## config.mk

```make
export PLATFORM = sky130hd
export DESIGN_NAME = ram_wipe_top
export DESIGN_NICKNAME = d
export VERILOG_FILES = /design/src/rtl/ram_wipe_pkg.sv /design/src/rtl/ram_wipe_ctrl.sv /design/src/rtl/ram_wipe_port.sv /design/src/rtl/ram_wipe_dp.sv /design/src/rtl/ram_wipe_top.sv
export SDC_FILE = /design/constraint.sdc
export NUM_CORES = 1
export LEC_CHECK = 0
export ABC_AREA = 1
export BUFFER_PORTS_ARGS = -buffer_cell sky130_fd_sc_hd__buf_2
export CORE_AREA = 2 2 90 92
export DETAILED_ROUTE_END_ITERATION = 8
export DIE_AREA = 0 0 92 94
export SYNTH_ARGS = -nofsm -noshare
export SYNTH_HDL_FRONTEND = slang
export SYNTH_SLANG_ARGS = --single-unit
```

## constraint.sdc

```tcl
create_clock -name clk -period 2.1 [get_ports clk]
set_clock_uncertainty 0.2 [all_clocks]
set_input_delay 0.42 -clock clk [delete_from_list [all_inputs] [get_ports clk]]
set_output_delay 0.42 -clock clk [all_outputs]
set_load 0.02 [all_outputs]
```

## src/rtl/ram_wipe_pkg.sv

```systemverilog
package ram_wipe_pkg;

  // key values, in the order they must arrive
  localparam logic [7:0] KEY_STEP1 = 8'hCA;
  localparam logic [7:0] KEY_STEP2 = 8'h53;

  // control/status bit positions (software-visible encoding)
  localparam int REQ_BIT  = 0;
  localparam int BUSY_BIT = 1;
  localparam int FDIS_BIT = 31;

  typedef enum logic [1:0] {
    KEY_LOCKED = 2'd0,
    KEY_ARMED  = 2'd1,
    KEY_OPEN   = 2'd2
  } keyState_t;

  // control -> datapath strobes
  typedef struct packed {
    logic start;
  } wipeCmd_t;

  // datapath -> control status
  typedef struct packed {
    logic active;
    logic lastBeat;
  } wipeStat_t;

endpackage

```

## src/rtl/ram_wipe_ctrl.sv

```systemverilog
module ram_wipe_ctrl
  import ram_wipe_pkg::*;
#(
  parameter int            REG_AW  = 4,
  parameter logic [REG_AW-1:0] KEY_OFS = 4'h9,
  parameter logic [REG_AW-1:0] CSR_OFS = 4'h6
) (
  input  logic              clk,
  input  logic              rstN,
  input  logic              regWrEn,
  input  logic [REG_AW-1:0] regAddr,
  input  logic [31:0]       regWrData,
  output logic [31:0]       regRdData,
  input  logic              fetchValid,
  input  logic              fetchInSram,
  output logic              fetchErr,
  input  wipeStat_t         stat,
  output wipeCmd_t          cmd,
  output logic              reqBit,
  output logic              fetchDis,
  output logic              keyOpen
);

  keyState_t keyState, keyNext;
  logic      keyWr, csrWr, startNow;

  assign keyWr    = regWrEn && (regAddr == KEY_OFS);
  assign csrWr    = regWrEn && (regAddr == CSR_OFS);
  assign keyOpen  = (keyState == KEY_OPEN);
  assign startNow = csrWr && regWrData[REQ_BIT] && keyOpen && !stat.active;
  assign cmd.start = startNow;

  // key sequencer: a leading value always re-arms, anything else out of order locks
  always_comb begin
    keyNext = keyState;
    if (startNow) begin
      keyNext = KEY_LOCKED;
    end else if (keyWr) begin
      if (regWrData[7:0] == KEY_STEP1)
        keyNext = KEY_ARMED;
      else if ((keyState == KEY_ARMED) && (regWrData[7:0] == KEY_STEP2))
        keyNext = KEY_OPEN;
      else
        keyNext = KEY_LOCKED;
    end
  end

  always_ff @(posedge clk or negedge rstN) begin
    if (!rstN) begin
      keyState <= KEY_LOCKED;
      reqBit   <= 1'b0;
      fetchDis <= 1'b0;
    end else begin
      keyState <= keyNext;
      if (startNow)
        reqBit <= 1'b1;
      else if (stat.lastBeat)
        reqBit <= 1'b0;
      if (csrWr && regWrData[FDIS_BIT])
        fetchDis <= 1'b1;
    end
  end

  assign fetchErr = fetchValid && fetchInSram && fetchDis;

  // key field is write-only and reads as zero
  always_comb begin
    regRdData = '0;
    if (regAddr == CSR_OFS) begin
      regRdData[FDIS_BIT] = fetchDis;
      regRdData[BUSY_BIT] = stat.active;
      regRdData[REQ_BIT]  = reqBit;
    end
  end

endmodule

```

## src/rtl/ram_wipe_port.sv

```systemverilog
module ram_wipe_port #(
  parameter int DEPTH  = 64,
  parameter int AW     = 6,
  parameter int DATA_W = 32,
  parameter int CNT_W  = 6
) (
  input  logic              active,
  input  logic [CNT_W-1:0]  cnt,
  input  logic              busReq,
  input  logic [AW-1:0]     busAddr,
  input  logic [DATA_W-1:0] busData,
  output logic              busStall,
  output logic              memWe,
  output logic [AW-1:0]     memAddr,
  output logic [DATA_W-1:0] memWdata
);

  localparam logic [CNT_W:0] LIMIT = (CNT_W+1)'(DEPTH);

  logic inRange;
  assign inRange  = ({1'b0, cnt} < LIMIT);
  assign busStall = active;

  always_comb begin
    if (active) begin
      memWe    = inRange;
      memAddr  = cnt[AW-1:0];
      memWdata = '0;
    end else begin
      memWe    = busReq;
      memAddr  = busAddr;
      memWdata = busData;
    end
  end

endmodule

```

## src/rtl/ram_wipe_dp.sv

```systemverilog
module ram_wipe_dp
  import ram_wipe_pkg::*;
#(
  parameter int DATA_W  = 32,
  parameter int A_DEPTH = 64,
  parameter int B_DEPTH = 32,
  parameter int A_AW    = 6,
  parameter int B_AW    = 5
) (
  input  logic              clk,
  input  logic              rstN,
  input  wipeCmd_t          cmd,
  output wipeStat_t         stat,
  input  logic              aWrReq,
  input  logic [A_AW-1:0]   aWrAddr,
  input  logic [DATA_W-1:0] aWrData,
  output logic              aWrStall,
  output logic              aMemWe,
  output logic [A_AW-1:0]   aMemAddr,
  output logic [DATA_W-1:0] aMemWdata,
  input  logic              bWrReq,
  input  logic [B_AW-1:0]   bWrAddr,
  input  logic [DATA_W-1:0] bWrData,
  output logic              bWrStall,
  output logic              bMemWe,
  output logic [B_AW-1:0]   bMemAddr,
  output logic [DATA_W-1:0] bMemWdata
);

  localparam int MAX_DEPTH = (A_DEPTH > B_DEPTH) ? A_DEPTH : B_DEPTH;
  localparam int CNT_W     = $clog2(MAX_DEPTH);
  localparam logic [CNT_W-1:0] LAST = CNT_W'(MAX_DEPTH - 1);

  logic [CNT_W-1:0] cnt;
  logic             active;

  assign stat.active   = active;
  assign stat.lastBeat = active && (cnt == LAST);

  always_ff @(posedge clk or negedge rstN) begin
    if (!rstN) begin
      active <= 1'b0;
      cnt    <= '0;
    end else if (cmd.start) begin
      active <= 1'b1;
      cnt    <= '0;
    end else if (active) begin
      if (cnt == LAST) begin
        active <= 1'b0;
        cnt    <= '0;
      end else begin
        cnt <= cnt + 1'b1;
      end
    end
  end

  ram_wipe_port #(.DEPTH(A_DEPTH), .AW(A_AW), .DATA_W(DATA_W), .CNT_W(CNT_W)) u_portA (
    .active(active), .cnt(cnt),
    .busReq(aWrReq), .busAddr(aWrAddr), .busData(aWrData), .busStall(aWrStall),
    .memWe(aMemWe), .memAddr(aMemAddr), .memWdata(aMemWdata)
  );

  ram_wipe_port #(.DEPTH(B_DEPTH), .AW(B_AW), .DATA_W(DATA_W), .CNT_W(CNT_W)) u_portB (
    .active(active), .cnt(cnt),
    .busReq(bWrReq), .busAddr(bWrAddr), .busData(bWrData), .busStall(bWrStall),
    .memWe(bMemWe), .memAddr(bMemAddr), .memWdata(bMemWdata)
  );

endmodule

```

## src/rtl/ram_wipe_top.sv

```systemverilog
module ram_wipe_top
  import ram_wipe_pkg::*;
#(
  parameter int DATA_W  = 32,
  parameter int A_DEPTH = 64,
  parameter int B_DEPTH = 32,
  parameter int REG_AW  = 4,
  parameter logic [REG_AW-1:0] KEY_OFS = 4'h9,
  parameter logic [REG_AW-1:0] CSR_OFS = 4'h6,
  localparam int A_AW = $clog2(A_DEPTH),
  localparam int B_AW = $clog2(B_DEPTH)
) (
  input  logic              clk,
  input  logic              rstN,
  input  logic              regWrEn,
  input  logic [REG_AW-1:0] regAddr,
  input  logic [31:0]       regWrData,
  output logic [31:0]       regRdData,
  input  logic              fetchValid,
  input  logic              fetchInSram,
  output logic              fetchErr,
  input  logic              aWrReq,
  input  logic [A_AW-1:0]   aWrAddr,
  input  logic [DATA_W-1:0] aWrData,
  output logic              aWrStall,
  output logic              aMemWe,
  output logic [A_AW-1:0]   aMemAddr,
  output logic [DATA_W-1:0] aMemWdata,
  input  logic              bWrReq,
  input  logic [B_AW-1:0]   bWrAddr,
  input  logic [DATA_W-1:0] bWrData,
  output logic              bWrStall,
  output logic              bMemWe,
  output logic [B_AW-1:0]   bMemAddr,
  output logic [DATA_W-1:0] bMemWdata
);

  wipeCmd_t  cmd;
  wipeStat_t stat;
  logic      reqBit, fetchDis, keyOpen, busy;

  assign busy = stat.active;

  ram_wipe_ctrl #(.REG_AW(REG_AW), .KEY_OFS(KEY_OFS), .CSR_OFS(CSR_OFS)) u_ctrl (
    .clk(clk), .rstN(rstN),
    .regWrEn(regWrEn), .regAddr(regAddr), .regWrData(regWrData), .regRdData(regRdData),
    .fetchValid(fetchValid), .fetchInSram(fetchInSram), .fetchErr(fetchErr),
    .stat(stat), .cmd(cmd), .reqBit(reqBit), .fetchDis(fetchDis), .keyOpen(keyOpen)
  );

  ram_wipe_dp #(.DATA_W(DATA_W), .A_DEPTH(A_DEPTH), .B_DEPTH(B_DEPTH),
                .A_AW(A_AW), .B_AW(B_AW)) u_dp (
    .clk(clk), .rstN(rstN), .cmd(cmd), .stat(stat),
    .aWrReq(aWrReq), .aWrAddr(aWrAddr), .aWrData(aWrData), .aWrStall(aWrStall),
    .aMemWe(aMemWe), .aMemAddr(aMemAddr), .aMemWdata(aMemWdata),
    .bWrReq(bWrReq), .bWrAddr(bWrAddr), .bWrData(bWrData), .bWrStall(bWrStall),
    .bMemWe(bMemWe), .bMemAddr(bMemAddr), .bMemWdata(bMemWdata)
  );

endmodule

```

==> impl_metrics.py, run 1 <==
metrics = {
    "job": {
        "maxCapViolations": 0,
    },
    "critical_path": {
        "crit_buf_inv": 2,
        "r2r_cells": 5,
        "crit_family": "flip-flops",
        "critPathSlowestCell": "dfrtp_2",
        "end_kind": "primary output",
        "crit_chain": "buf_12, o21a_1, buf_2",
        "cp.arrival_ps": 1340,
        "critPathMaxFanout": 37,
        "crit_cells": 3,
        "critical_path_class": "reg -> out",
        "critPathMaxStageDelay_ps": 520,
        "crit_required_ps": 1480,
        "start_kind": "flip-flop",
    },
    "yosys": {
        "muxShareOfSynthArea_pct": 0,
        "synthSimpleGateAreaFrac_pct": 40.7,
        "netlist.area_leader.share_pct": 19.7,
        "synth_area_leaders": "inv_1 20%, nor2_1 19%, dfrtp_1 18%, buf_4 15%, nand2_1 13%",
        "synth_seq_cells": 11,
        "synthCells": 297,
        "synth_adder_area_share_pct": 0.812,
        "syn_avg_cell_area_um2": 5.19,
        "yosys.area_share.xor_xnor_pct": 0,
        "yosysUniqueCellTypes": 21,
        "synth_compound_gate_area_share_pct": 2.68,
        "synth_top_family_by_area": "simple AND/OR/NAND/NOR gates",
        "synth_seq_area_share_pct": 17.9,
        "syn_area_mm2": 0.00154,
        "yosysWarnings": 0,
        "yosys.area.top_type": "inv_1",
    },
    "cells_and_area": {
        "final_cell_mix": "177 x buf_2, 81 x inv_1, 80 x nor2_1, 53 x nand2_1, 29 x conb_1",
        "final_cell_area_mm2": 0.00248,
        "final_common_cell": "buf_2",
        "areaGrowthSynthToFinish_pct": 61.1,
        "insertedDiodeCount": 0,
        "design.final.nets": 591,
        "layout-drive-gt1-share_pct": 40.6,
    },
    "die": {
        "core_region_area_mm2": 0.00761,
        "die_area_mm2": 0.00865,
        "rows": 32,
        "dieWidth_um": 92,
        "dieHeight_um": 94,
        "io_pins": 230,
        "initial_core_util_pct": 20.2,
    },
    "placement": {
        "post_dp_cell_area_mm2": 0.00242,
        "dp_hpwl_um": 4550,
        "place_congestion": 0.760,
        "numPortBuffers": 177,
    },
    "timing": {
        "setup_viol": 0,
        "hold_violations": 0,
        "slew_viol_final": 0,
        "fmax_ghz": 0.510,
        "tns_ps": 0,
        "grt_setup_unrepaired": "no",
        "min_period_ps": 1960,
        "post-route-period-util_pct": 93.3,
    },
    "hold_path": {
        "min_path_cells": 3,
        "hold_path.class": "in -> reg",
    },
    "run_status": {
        "status": "finished, final reports clean",
    },
    "grt": {
        "grt_max_degree": 38,
        "grt_pass1_vias": 1807,
        "grt_use_total_pct": 10.6,
        "grt-ovfl-total": 0,
        "grt_pass1_wl_um": 7490,
        "antenna_found_initial": 0,
    },
    "detailed_routing": {
        "drt-initial-drc-count": 26,
        "ant_nets": 0,
        "drc": 0,
        "routed_wl_um": 5200,
        "via_count": 2129,
        "first_pass_iters": 4,
        "wire_per_inst_um": 9.07,
        "via_per_inst": 3.72,
    },
    "clocking": {
        "path_clk_slew_ps": 50,
        "clock_latency_ps": 240,
        "cts_tree": "yes",
        "htree_levels": 1,
        "post-cts-setup-buffers": 0,
        "cts_buffer_depth": 2,
        "cts.sinks": 11,
        "cts_buffers": 3,
        "cts_root_buf": "clkbuf_8",
    },
    "power": {
        "ir_worst_vdd_mv": 0.395,
        "p_leak_nw": 1.84,
        "powerDensity_mw_per_mm2": 892,
    },
}
==> report_power, final <==
| group | internal [W] | switching (W) |
|---|---|---|
| registers | 0.000290 | 0.000107 |
| clock network | 0.000134 | 0.0000834 |
| logic | 0.000542 | 0.00106 |
==> cell type report <==
cell class,count,area [µm²]
clock buffer,4,45.0
fill,849,5130
inverter,82,308
multi-input combinational,193,790
sequential,11,277
tap,102,128
timing repair buffer,181,935
==> worst paths after layout <==
check | from | end | slack, ps
min reg2reg | u_ctrl.fetchDis | u_ctrl.fetchDis | 270
max reg2reg | u_dp.active | u_ctrl.keyState[1] | 560
max | u_dp.active | aMemAddr[5] | 140
min | regWrData[31] | u_ctrl.fetchDis | 180
max in group asynchronous | rstN | u_dp.active | 1090
min in group asynchronous | rstN | u_dp.cnt[1] | 370
==> kinds of logic after synthesis <==
logic type	after synthesis
AO/OA/AOI/OAI	7
adder cells (fa/ha/maj)	1
buffers and inverters	121
flip-flops	11
other	1
AND/OR/NAND/NOR	156
==> sequential cells by signal, indices dropped and copies added, names as in the netlist <==
register / flops
u_dp.active: 1
u_dp.cnt: 6
u_ctrl.keyState: 2
u_ctrl.reqBit: 1
u_ctrl.fetchDis: 1
==> timing repair <==
item | 4_1_cts | 5_1_grt
gates resized for setup | 0 | 1
endpoints found under the setup margin | 0 | 4
hold endpoints to repair | 11 | 0
hold buffers | 1 | 0
==> worst reg2reg max path: stages (launching register included) <==
cell and delay (ps):
dfrtp_2 520, inv_2 240, buf_4 200, nand3_1 150, nand2_1 90, nor2_1 40
==> routing by layer <==
metal,routed length (µm),track usage (%)
met1,1840,10.3
met2,2850,21.5
met3,456,2.33
met4,54,3.73
met5,0,0
==> synth_stat cells, drive strengths merged <==
cell / n
inv: 82
nor2: 81
nand2: 56
buf: 39
nand3: 14
dfrtp: 11
o21ai: 5
nor3b: 2
a21oi: 1
conb: 1
ha: 1
nand4: 1
nor3: 1
o21a: 1
or2: 1
==> through the flow <==
| stage | util [%] | cells | setup WS, ps | hold WS [ps] | total power (W) |
|---|---|---|---|---|---|
| floorplan | - | 325 | 341 | -75.6 | 0.00150 |
| global placement | 31.8 | 568 | 336 | 110 | 0.00200 |
| detailed placement | 31.8 | 568 | 325 | 111 | 0.00201 |
| CTS | 32.6 | 573 | 60.8 | 176 | 0.00224 |
| global route | 32.6 | 573 | 52.0 | 197 | 0.00241 |
| finish | 32.6 | 573 | 141 | 177 | 0.00221 |
No activity file was read; power rests on OpenSTA's default activity.
==> inputs of run 2 (changes only) <==
==> constraint.sdc (replaced) <==
create_clock -name clk -period 2.2 [get_ports clk]
set_clock_uncertainty 0.2 [all_clocks]
set_input_delay 0.44 -clock clk [delete_from_list [all_inputs] [get_ports clk]]
set_output_delay 0.44 -clock clk [all_outputs]
set_load 0.02 [all_outputs]
==> run 2 against run 1 <==
Global-route usage is essentially flat. Sequential share of layout area about the same. Register-to-register slack gained 150 ps. Via count fell by 2.7%. Hold slack improved by 19 ps. Combinational power fell by 5%. Wire length up 0.69%. Core utilization shrank 0.099 points. Flip-flop and latch count is the same.
==> impl_metrics.py, run 2 (same netlist as run 1, synthesis figures left out) <==
metrics = {
    "timing": {
        "setup_viol": 0,
        "hold_violations": 0,
        "tns_ps": 0,
        "setup_slack_ps": 158,
        "post-route-period-util_pct": 92.8,
        "min_period_ps": 2040,
        "grt_setup_unrepaired": "no",
        "slew_viol_final": 0,
        "fmax_ghz": 0.490,
    },
    "clocking": {
        "clock_latency_ps": 250,
        "cts_root_buf": "clkbuf_8",
        "cts_tree": "yes",
        "cts.sinks": 11,
        "htree_levels": 1,
        "post-cts-setup-buffers": 0,
        "cts_buffers": 3,
        "cts_buffer_depth": 2,
        "path_clk_slew_ps": 50,
    },
    "cells_and_area": {
        "nFillCells": 875,
        "reg_top3": "u_dp.cnt (6), u_ctrl.keyState (2)",
        "final_common_cell": "buf_2",
        "fin_cells": 572,
        "layout-drive-gt1-share_pct": 40.4,
        "regArea_um2": 277,
        "largest_register": "u_dp.cnt",
        "insertedDiodeCount": 0,
        "design.final.nets": 590,
        "largest_register_ffs": 6,
        "areaGrowthSynthToFinish_pct": 60.6,
        "multi_input_area_um2": 790,
        "final_cell_mix": "177 x buf_2, 81 x inv_1, 80 x nor2_1, 53 x nand2_1, 29 x conb_1",
    },
    "placement": {
        "place_congestion": 0.759,
        "numPortBuffers": 177,
        "placed_cells": 567,
        "place_ws_ps": 309,
        "dp_hpwl_um": 4540,
    },
    "hold_path": {
        "hold_start": "regWrData[31]",
        "min_to": "u_ctrl.fetchDis",
        "hold_path.class": "in -> reg",
        "min_path_cells": 3,
    },
    "power": {
        "clkPwrFrac_pct": 10.0,
        "internal_power_w": 0.000916,
        "powerDensity_mw_per_mm2": 853,
        "p_total_w": 0.00211,
        "combinationalPowerShare_pct": 72.2,
        "power_switching_w": 0.00119,
        "p_seq_share_pct": 17.8,
        "switching_share_pct": 56.6,
        "ir_worst_vdd_mv": 0.286,
        "p_leak_nw": 1.84,
    },
    "job": {
        "maxCapViolations": 0,
    },
    "detailed_routing": {
        "drc": 0,
        "via_count": 2072,
        "routed_wl_um": 5240,
        "drt-initial-drc-count": 50,
        "first_pass_iters": 4,
        "via_per_inst": 3.62,
        "wire_per_inst_um": 9.15,
        "ant_nets": 0,
    },
    "critical_path": {
        "crit_chain": "buf_12, or2_2, buf_2",
        "crit_required_ps": 1560,
        "cp.arrival_ps": 1400,
        "end_kind": "primary output",
        "timing.rr.start": "u_dp.cnt[0]",
        "critPathMaxStageDelay_ps": 500,
        "r2r_slack_ps": 710,
        "r2r_cells": 6,
        "critPathSlowestCell": "dfrtp_2",
        "critical_path_class": "reg -> out",
        "rr_endpoint": "u_ctrl.reqBit",
        "critPathMaxFanout": 31,
        "start_kind": "flip-flop",
    },
    "die": {
        "dieHeight_um": 94,
        "initial_core_util_pct": 20.2,
        "dieWidth_um": 92,
        "io_pins": 230,
        "core_region_area_mm2": 0.00761,
        "rows": 32,
        "die_area_mm2": 0.00865,
    },
    "run_status": {
        "status": "finished, final reports clean",
    },
    "grt": {
        "antenna_found_initial": 0,
        "grt-ovfl-total": 0,
        "grt_use_total_pct": 10.6,
        "grt_max_degree": 38,
        "grt_pass1_wl_um": 7610,
        "grt_pass1_vias": 1742,
    },
}
-- run 2: worst max-delay path: cells and delay by family (launching register included) --
kind                   cells  cell delay (ps)
buffers and inverters      2              360
flip-flops                 1              500
AND/OR/NAND/NOR            1              290
-- run 2: worst max-delay path by stage --
| stage | startpoint | to | slack [ps] | depth (start not counted) |
|---|---|---|---|---|
| after floorplan | u_dp.active | aMemWdata[0] | 420 | 3 |
| after global placement | u_dp.active | aMemAddr[5] | 340 | 3 |
| after detailed placement | u_dp.active | aMemAddr[5] | 310 | 3 |
| after CTS | u_dp.active | aMemAddr[5] | 40 | 3 |
| after global routing | u_dp.active | aMemAddr[1] | 60 | 4 |
| final | u_dp.active | aMemWe | 160 | 3 |
-- run 2: power groups by stage --
stage               combinational, W  sequential, W  clock (W)
CTS                          0.00154       0.000375   0.000219
global route                 0.00169       0.000393   0.000225
detailed placement           0.00153       0.000380          0
finish                       0.00152       0.000375   0.000212
global placement             0.00152       0.000376          0
floorplan                    0.00109       0.000348          0
-- run 2: timing repair --
action,4_1_cts,5_1_grt
gates resized for setup,0,1
hold buffers,1,0
endpoints found under the hold margin,11,0
setup endpoints to repair,0,1
-- run 2: through the flow --
step	hold WS (ps)	cell area [µm²]	util, %
final	196	2470	32.5
after global routing	221	2470	32.5
after CTS	193	2470	32.5
after detailed placement	131	2410	31.7
after global placement	129	2410	31.7
after floorplan	-55.6	1650	-
-- run 2: layer usage --
| layer | routed length, µm | global-route usage [%] | up-vias |
|---|---|---|---|
| met5 | 0 | 0 | - |
| met4 | 55 | 2.99 | 0 |
| met3 | 409 | 1.69 | 5 |
| met2 | 2860 | 22.0 | 77 |
| met1 | 1910 | 10.7 | 875 |
| li1 | - | - | 1115 |
-- run 2: cell type report --
class	count	area share (%)
Clock buffer	4	1.82
Inverter	82	12.4
Multi-Input combinational cell	193	31.9
Sequential cell	11	11.2
Tap cell	102	5.16
Timing Repair Buffer	180	37.5
==> inputs of run 3 (changes only) <==
--- a/config.mk
+++ b/config.mk
@@ -8,6 +8,7 @@
 export ABC_AREA = 1
 export BUFFER_PORTS_ARGS = -buffer_cell sky130_fd_sc_hd__buf_2
 export CORE_AREA = 2 2 90 92
+export CTS_BUF_LIST = sky130_fd_sc_hd__clkbuf_4 sky130_fd_sc_hd__clkbuf_8
 export DETAILED_ROUTE_END_ITERATION = 8
 export DIE_AREA = 0 0 92 94
 export SYNTH_ARGS = -nofsm -noshare
==> run 3 against run 2 <==
Total power up 0.57%. Die area unchanged. Non-clock buffer count unchanged. Largest power group unchanged.
==> impl_metrics.py, run 3 (same netlist as run 1, synthesis figures left out) <==
metrics = {
    "placement": {
        "place_ws_ps": 309,
        "place_congestion": 0.759,
        "dp_hpwl_um": 4540,
        "numPortBuffers": 177,
        "placed_cells": 567,
    },
    "detailed_routing": {
        "wire_per_inst_um": 9.17,
        "first_pass_iters": 4,
        "via_count": 2070,
        "ant_nets": 0,
        "via_per_inst": 3.62,
        "drc": 0,
        "drt-initial-drc-count": 53,
        "routed_wl_um": 5250,
    },
    "cells_and_area": {
        "fin_util_pct": 32.6,
        "regArea_um2": 277,
        "multi_input_area_um2": 790,
        "layout-drive-gt1-share_pct": 40.6,
        "insertedDiodeCount": 0,
        "nFillCells": 875,
        "largest_register_ffs": 6,
        "areaGrowthSynthToFinish_pct": 60.8,
        "fin_cells": 572,
        "reg_top3": "u_dp.cnt (6), u_ctrl.keyState (2)",
        "design.final.nets": 590,
        "final_common_cell": "buf_2",
        "largest_register": "u_dp.cnt",
        "final_cell_mix": "177 x buf_2, 81 x inv_1, 80 x nor2_1, 53 x nand2_1, 29 x conb_1",
    },
    "critical_path": {
        "rr_endpoint": "u_ctrl.reqBit",
        "critPathMaxFanout": 31,
        "timing.rr.start": "u_dp.cnt[0]",
        "setup.worst_path.end": "aMemWe",
        "cp.arrival_ps": 1400,
        "r2r_slack_ps": 710,
        "end_kind": "primary output",
        "start_kind": "flip-flop",
        "crit_required_ps": 1560,
        "critPathLaunch": "u_dp.active",
        "critical_path_class": "reg -> out",
        "r2r_cells": 6,
    },
    "timing": {
        "setup_viol": 0,
        "post-route-period-util_pct": 92.8,
        "tns_ps": 0,
        "min_period_ps": 2040,
        "grt_setup_unrepaired": "no",
        "timing.hold.ws_ps": 196,
        "setup_slack_ps": 158,
        "hold_violations": 0,
        "fmax_ghz": 0.490,
        "slew_viol_final": 0,
    },
    "die": {
        "dieHeight_um": 94,
        "rows": 32,
        "io_pins": 230,
        "die_area_mm2": 0.00865,
        "dieWidth_um": 92,
        "initial_core_util_pct": 20.2,
        "core_region_area_mm2": 0.00761,
    },
    "clocking": {
        "cts_root_buf": "clkbuf_8",
        "post-cts-setup-buffers": 0,
        "cts_tree": "yes",
        "clock_latency_ps": 250,
        "cts_buffers": 3,
        "path_clk_slew_ps": 50,
        "cts_buffer_depth": 2,
        "htree_levels": 1,
        "cts.sinks": 11,
    },
    "hold_path": {
        "hold_path.class": "in -> reg",
    },
    "grt": {
        "grt_pass1_vias": 1744,
        "grt-ovfl-total": 0,
        "met2_usage_pct": 22.0,
        "grt_pass1_wl_um": 7640,
        "antenna_found_initial": 0,
        "grt_max_degree": 38,
        "grtUsageMet1_pct": 10.8,
        "grt_use_total_pct": 10.6,
        "grtUsageMet3_pct": 1.69,
        "busiest_layer": "met2",
    },
    "run_status": {
        "status": "finished, final reports clean",
    },
    "job": {
        "maxCapViolations": 0,
    },
    "power": {
        "powerDensity_mw_per_mm2": 857,
        "p_leak_nw": 1.84,
        "ir_worst_vdd_mv": 0.286,
    },
}
run 3: metrics by stage:
step	total power [W]	area, µm²
finish	0.00212	2480
global route	0.00232	2480
CTS	0.00215	2470
detailed placement	0.00191	2410
global placement	0.00189	2410
floorplan	0.00143	1650
run 3: repair_timing:
item | in CTS | in global routing
endpoints found under the setup margin | 0 | 1
hold endpoints to repair | 11 | 0
resized for setup | 0 | 1
hold buffers | 1 | 0
run 3: final cells by class:
class,instances,area share (%)
repair buffers,180,37.4
multi-input cells,193,31.9
inverters,82,12.4
flip-flops and latches,11,11.2
well taps,102,5.15
clock buffers,4,1.97
run 3: metal layers:
| metal | vias up | share of wire [%] |
|---|---|---|
| met4 | 0 | 1.0 |
| met2 | 81 | 55 |
| met1 | 869 | 36 |
| li1 | 1115 | - |
| met3 | 5 | 8.0 |
| met5 | - | 0 |
run 3: where the power goes:
part | total [W] | internal [W] | switching (W)
clock | 0.000225 | 0.000140 | 0.0000850
combinational | 0.00152 | 0.000512 | 0.00101
sequential | 0.000375 | 0.000277 | 0.0000977
run 3: worst min path at each step:
stage                  startpoint         endpoint  slack, ps  cells after the start
detailed placement           rstN      u_dp.cnt[1]        130                      1
CTS                 regWrData[31]  u_ctrl.fetchDis        190                      3
finish              regWrData[31]  u_ctrl.fetchDis        200                      3
global placement             rstN      u_dp.cnt[1]        130                      1
floorplan                    rstN  u_ctrl.fetchDis        -60                      0
global route        regWrData[31]  u_ctrl.fetchDis        220                      3
run 3: critical path, cell delays in order, from the launching register on:
cell	delay [ps]
dfrtp_2	500
buf_12	200
or2_2	290
buf_2	160
